`config.mk`:
```
export PLATFORM = sky130hd
export DESIGN_NAME = gpio_irq_detect
export DESIGN_NICKNAME = d
export VERILOG_FILES = /design/src/rtl/gpio_irq_pkg.sv /design/src/rtl/gpio_irq_ctrl.sv /design/src/rtl/gpio_irq_datapath.sv /design/src/rtl/gpio_irq_detect.sv
export SDC_FILE = /design/constraint.sdc
export NUM_CORES = 1
export LEC_CHECK = 0
export BUFFER_PORTS_ARGS = -buffer_cell sky130_fd_sc_hd__buf_4
export CAP_MARGIN = 40
export CORE_AREA = 4 4 213 215
export DETAILED_ROUTE_END_ITERATION = 8
export DIE_AREA = 0 0 217 219
export GPL_TIMING_DRIVEN = 0
export HOLD_SLACK_MARGIN = 0.08
export SLEW_MARGIN = 20
export SYNTH_ARGS = -nofsm -noshare
export SYNTH_HDL_FRONTEND = slang
export SYNTH_SLANG_ARGS = --single-unit
```
`constraint.sdc`:
```
create_clock -name clk -period 2.6 [get_ports clk]
set_input_delay 0.52 -clock clk [delete_from_list [all_inputs] [get_ports clk]]
set_output_delay 0.52 -clock clk [all_outputs]
set_load 0.01 [all_outputs]
```
`src/rtl/gpio_irq_pkg.sv`:
```
package gpio_irq_pkg;

  // Width of one register word on the bus.
  localparam int WORD_W    = 32;
  // Upper bound on register words per kind carried by the strobe struct.
  localparam int MAX_WORDS = 8;

  // Strobes from the bus decoder to the detection datapath.
  typedef struct packed {
    logic [MAX_WORDS-1:0] stsClr;  // write-one-to-clear to status word k
    logic [MAX_WORDS-1:0] enWr;    // full write to enable word k
    logic [MAX_WORDS-1:0] stsRd;   // read selects status word k
    logic [MAX_WORDS-1:0] enRd;    // read selects enable word k
    logic [WORD_W-1:0]    wrData;  // write data
  } irq_strobe_t;

endpackage

```
`src/rtl/gpio_irq_ctrl.sv`:
```
module gpio_irq_ctrl
  import gpio_irq_pkg::*;
#(
  parameter int NUM_WORDS = 3,
  parameter int ADDR_W    = 8,
  parameter int STS_BASE  = 'h80,
  parameter int EN_BASE   = 'h90
) (
  input  logic              busWrEn,
  input  logic [ADDR_W-1:0] busAddr,
  input  logic [WORD_W-1:0] busWrData,
  output irq_strobe_t       strb
);

  localparam int WORD_BYTES = WORD_W / 8;

  logic [NUM_WORDS-1:0] hitSts;
  logic [NUM_WORDS-1:0] hitEn;

  // One address comparator per register word.
  for (genvar k = 0; k < NUM_WORDS; k++) begin : gDec
    assign hitSts[k] = (busAddr == ADDR_W'(STS_BASE + WORD_BYTES * k));
    assign hitEn[k]  = (busAddr == ADDR_W'(EN_BASE + WORD_BYTES * k));
  end

  always_comb begin
    strb        = '0;
    strb.wrData = busWrData;
    for (int k = 0; k < NUM_WORDS; k++) begin
      strb.stsRd[k]  = hitSts[k];
      strb.enRd[k]   = hitEn[k];
      strb.stsClr[k] = hitSts[k] & busWrEn;
      strb.enWr[k]   = hitEn[k] & busWrEn;
    end
  end

endmodule

```
`src/rtl/gpio_irq_datapath.sv`:
```
module gpio_irq_datapath
  import gpio_irq_pkg::*;
#(
  parameter int NUM_PINS  = 95,
  parameter int NUM_WORDS = 3
) (
  input  logic                clk,
  input  logic                rst_n,
  input  logic [NUM_PINS-1:0] pinLevel,
  input  logic [NUM_PINS-1:0] trigSel,
  input  logic [NUM_PINS-1:0] trigInv,
  input  logic [NUM_PINS-1:0] gpioMode,
  input  logic [NUM_PINS-1:0] senseEn,
  input  irq_strobe_t         strb,
  output logic [NUM_PINS-1:0] stsVec,
  output logic [NUM_PINS-1:0] enVec,
  output logic [WORD_W-1:0]   rdData,
  output logic                irqOut
);

  localparam int PAD_W = NUM_WORDS * WORD_W;

  logic [NUM_PINS-1:0] prevLevel;
  logic                primed;
  logic [NUM_PINS-1:0] hitVec;
  logic [NUM_PINS-1:0] stsNext;
  logic [NUM_PINS-1:0] enNext;
  logic [PAD_W-1:0]    clrPad;
  logic [PAD_W-1:0]    enMaskPad;
  logic [PAD_W-1:0]    enDataPad;
  logic [PAD_W-1:0]    stsPad;
  logic [PAD_W-1:0]    enPad;

  // Per-pin event detection. Edges need one earlier sample, hence primed.
  for (genvar p = 0; p < NUM_PINS; p++) begin : gPin
    logic riseEv;
    logic fallEv;
    logic edgeEv;
    logic levelEv;
    assign riseEv    = primed & pinLevel[p] & ~prevLevel[p];
    assign fallEv    = primed & ~pinLevel[p] & prevLevel[p];
    assign edgeEv    = trigInv[p] ? fallEv : riseEv;
    assign levelEv   = ~(pinLevel[p] ^ trigInv[p]);
    assign hitVec[p] = gpioMode[p] & senseEn[p] & (trigSel[p] ? levelEv : edgeEv);
  end

  // Expand word strobes into bank-wide masks.
  always_comb begin
    clrPad    = '0;
    enMaskPad = '0;
    enDataPad = '0;
    for (int k = 0; k < NUM_WORDS; k++) begin
      if (strb.stsClr[k]) begin
        clrPad[k*WORD_W +: WORD_W] = strb.wrData;
      end
      if (strb.enWr[k]) begin
        enMaskPad[k*WORD_W +: WORD_W] = '1;
        enDataPad[k*WORD_W +: WORD_W] = strb.wrData;
      end
    end
  end

  // A fresh event overrides a clear of the same bit.
  assign stsNext = (stsVec & ~clrPad[NUM_PINS-1:0]) | hitVec;
  assign enNext  = (enVec & ~enMaskPad[NUM_PINS-1:0])
                 | (enDataPad[NUM_PINS-1:0] & enMaskPad[NUM_PINS-1:0]);

  always_ff @(posedge clk) begin
    if (!rst_n) begin
      prevLevel <= '0;
      primed    <= 1'b0;
      stsVec    <= '0;
      enVec     <= '0;
      irqOut    <= 1'b0;
    end else begin
      prevLevel <= pinLevel;
      primed    <= 1'b1;
      stsVec    <= stsNext;
      enVec     <= enNext;
      irqOut    <= |(stsVec & enVec);
    end
  end

  // Readback: padded words, unused top bits read 0.
  assign stsPad = PAD_W'(stsVec);
  assign enPad  = PAD_W'(enVec);

  always_comb begin
    rdData = '0;
    for (int k = 0; k < NUM_WORDS; k++) begin
      if (strb.stsRd[k]) rdData = rdData | stsPad[k*WORD_W +: WORD_W];
      if (strb.enRd[k])  rdData = rdData | enPad[k*WORD_W +: WORD_W];
    end
  end

  logic unusedBits;
  assign unusedBits = ^{strb, clrPad, enMaskPad, enDataPad};

endmodule

```
`src/rtl/gpio_irq_detect.sv`:
```
module gpio_irq_detect
  import gpio_irq_pkg::*;
#(
  parameter int NUM_PINS = 95,
  parameter int ADDR_W   = 8,
  parameter int STS_BASE = 'h80,
  parameter int EN_BASE  = 'h90
) (
  input  logic                clk,
  input  logic                rst_n,
  input  logic [NUM_PINS-1:0] pinLevel,
  input  logic [NUM_PINS-1:0] trigSel,
  input  logic [NUM_PINS-1:0] trigInv,
  input  logic [NUM_PINS-1:0] gpioMode,
  input  logic [NUM_PINS-1:0] senseEn,
  input  logic                busWrEn,
  input  logic [ADDR_W-1:0]   busAddr,
  input  logic [WORD_W-1:0]   busWrData,
  output logic [WORD_W-1:0]   busRdData,
  output logic                irqOut
);

  localparam int NUM_WORDS = (NUM_PINS + WORD_W - 1) / WORD_W;

  irq_strobe_t         strb;
  logic [NUM_PINS-1:0] stsVec;
  logic [NUM_PINS-1:0] enVec;

  gpio_irq_ctrl #(
    .NUM_WORDS(NUM_WORDS),
    .ADDR_W   (ADDR_W),
    .STS_BASE (STS_BASE),
    .EN_BASE  (EN_BASE)
  ) uCtrl (
    .busWrEn  (busWrEn),
    .busAddr  (busAddr),
    .busWrData(busWrData),
    .strb     (strb)
  );

  gpio_irq_datapath #(
    .NUM_PINS (NUM_PINS),
    .NUM_WORDS(NUM_WORDS)
  ) uDp (
    .clk     (clk),
    .rst_n   (rst_n),
    .pinLevel(pinLevel),
    .trigSel (trigSel),
    .trigInv (trigInv),
    .gpioMode(gpioMode),
    .senseEn (senseEn),
    .strb    (strb),
    .stsVec  (stsVec),
    .enVec   (enVec),
    .rdData  (busRdData),
    .irqOut  (irqOut)
  );

endmodule

```
==> results by group <==
Timing
  – Fmax: ~0.39 GHz
  – Final hold viol count: 0
  – Worst Clk Skew: 12.17 ps
  – Final Cycle Share: 99.69%
  – Post-route minimum period: 2592 ps
  – Least-Margin Pin Slew: 812.3 ps
  – Final WS setup: 8.152 ps
  – Max_slew headroom: 45.85%
  – Pins Over Slew Limit: 0
  – RSZ-0062 raised after global routing: true
  – Final setup fails: 0

GRT
  – Largest net degree at the start of global routing: 13
  – First-pass GRT wire length: about 100 mm
  – Vias in the first global route: ~17000
  – Global route total overflow: 0
  – Antenna violations before repair: 3
  – Gr usage total: 27.57%

Drt
  – DR iter-0 viols: around 1500
  – DRT Pass-1 Iters: 6
  – Wire length per cell: 22.13 microns
  – Vias post-DR: 16840
  – DRC viols: 0
  – Avg Vias per Cell: 5.388
  – Post-DRT Antenna Nets: 0
  – Drt total wl: 69.15 mm

Worst setup path
  – R2r setup slk: ~200 ps
  – CP arrival: between 2000 and 2500 ps
  – Worst setup SP type: input port
  – Critical Path Max Stage Delay: 230 ps
  – Cell mode on critical path: buf_4
  – Critical path peak fanout: 10
  – Crit path buffers/inverters: 4
  – CP max stage cell: and4b_1
  – Critical-path cell list: buf_4 -> and4bb_1 -> and4b_1 -> buf_4 -> clkbuf_8 -> a22oi_1 -> nand3_1 -> buf_4
  – CP Class: in2out
  – Delay-heaviest family, CP: buffers and inverters
  – Crit. End Element: primary output
  – Req. time, crit path: roughly 2100 ps

Yosys
  – Ys Warns: 0
  – Mapped Nets: 2433
  – Mapped cell area: 15160 sq um
  – EDFF count, synth: 0
  – Synth unique cells: 36
  – Avg Cell Area, Syn: 7.918 sq um
  – Async SR Flop Fraction: 0%
  – Sequential element share of the synthesized area: 37.89%
  – Prevailing post-synth register cell: dfxtp_1
  – Gate Count Post-Synth: 1915
  – Register bit count reported by yosys: 287

CTS
  – CTS Buffer Depth: 3
  – Clock slew seen by the registers of the worst setup and hold paths: ~60 ps
  – CTS tree: done
  – Clock Sinks: ~290
  – CTS Buf Count: 36
  – H-tree levels: 2
  – Root buffer cell: clkbuf_16
  – Clk_lat worst skew: 540 ps
  – CTS Hold Bufs: 0
  – Post-CTS setup buffer count: 0

Cells and area
  – Antenna fix cells: 0
  – Nets: about 3000
  – Commonest non-fill, non-tap cell in the layout: buf_4
  – Commonest cells after routing, fill and taps aside: 567 x buf_4, 465 x nand2_1, 287 x dfxtp_1
  – Area Growth Syn to Fin: 42.60%
  – Fin util: approximately half
  – Layout cells sized above 1: between 20% and 30%

Floorplanning
  – Die Area: around 48000 sq um
  – Die H: roughly 220 microns
  – Initial core utilization: a little over a third
  – Top-Level Pins: roughly 550
  – Die Wd: 217 microns
  – Core area: approximately 44000 sq um
  – Row Count: 77

Run status
  – Status: completed

Pwr
  – P_leak: slightly below 0.009 uW
  – Pwr Density: 541.2 nW/um^2
  – VDD IR max: between 0.3 and 0.4 mV

Placed design
  – PortBufs: 550
  – Placer Congestion: slightly below 1
  – Worst slack, placed: -596.2 ps
  – DP Wirelength: between 50 and 60 mm

Worst hold path
  – Hold Path Class: in2reg

Run
  – MaxCap Viol Count: 0
-- cell usage after synthesis (7+ instances only) --
cell / number / area, sq um
o21a_1: 88 / 660.6
dfxtp_1: 287 / 5746
xnor2_1: 95 / 832.1
a21boi_0: 72 / 540.5
nand3_1: 41 / 205.2
a22oi_1: 129 / 968.4
a21bo_2: 7 / 70.07
buf_2: 18 / 90.09
o22ai_1: 88 / 550.5
nor3b_1: 7 / 52.55
and3b_1: 9 / 78.83
a21boi_1: 16 / 120.1
nand3b_1: 88 / 660.6
nand4_1: 8 / 50.05
and2_1: 98 / 613.1
o21ai_0: 14 / 70.07
nand2b_1: 88 / 550.5
buf_4: 9 / 67.56
a21oi_1: 190 / 950.9
clkbuf_1: 63 / 236.5
nand2_1: 465 / 1745
-- metrics by stage --
| step | std cells | setup TNS, ps | power, uW | hold slack, ps | area [sq um] |
|---|---|---|---|---|---|
| 2_1_floorplan | 1915 | 0 | 5366 | 448.5 | 15160 |
| 3_3_place_gp | 3057 | -16190 | 6360 | 458.6 | 20030 |
| 3_5_place_dp | 3060 | -15840 | 6420 | 463.6 | 20070 |
| 4_1_cts | 3124 | -17.63 | 11780 | 121.0 | 21510 |
| 5_1_grt | 3125 | -198.5 | 12120 | 131.0 | 21620 |
| 6_report | 3125 | 0 | 11700 | 135.5 | 21620 |
-- cell families (layout without fill, tap and decap cells) --
| kind of cell | count (synthesis) | count (layout) | synth area share (%) |
|---|---|---|---|
| xor gates and xnor gates | 95 | 95 | 5.487 |
| AOI/OAI and AO/OA | 618 | 618 | 26.73 |
| buffers and inverters | 97 | 715 | 3.070 |
| DFF | 287 | 287 | 37.89 |
| and+or+nand+nor | 818 | 818 | 26.83 |
-- final timing paths --
check	depth (start not counted)	startpoint	endpoint
hold reg to reg	2	flip-flop	flip-flop
setup / recovery	8	busAddr[4]	busRdData[27]
hold / removal	1	rst_n	uDp.primed
setup reg to reg	7	uDp.primed	uDp.stsVec[77]
-- metal layers --
metal	share of wire, %	wire (microns)	vias up	track usage (%)
met5	0.038	26	-	0
met4	2.7	1896	4	8.226
met3	9.4	6520	132	6.245
met2	49	33600	801	47.58
met1	39	27100	7951	34.49
li1	-	-	7950	-
-- power breakdown --
group	switching (uW)	total [uW]	leakage [uW]	internal, uW
registers	131	4680	0.00235	4550
logic	727	1650	0.00576	927
clock network	2100	5370	0.000615	3270
-- final cells by class --
type	count	area [sq um]
fillers	4410	22120
multi-input cells	1531	9106
flip-flops and latches	287	5746
repair buffers	554	4182
clock buffers	50	1065
well taps	592	740.7
plain buffers	96	594.3
clock inverters	14	186.4
inverters	1	3.754
-- what timing repair did --
| action | in CTS | in global routing |
|---|---|---|
| setup endpoints to repair | 32 | 31 |
| pin swaps | 4 | 9 |
| resized for setup | 57 | 31 |
Note: power is estimated with default switching activity, not from simulation.
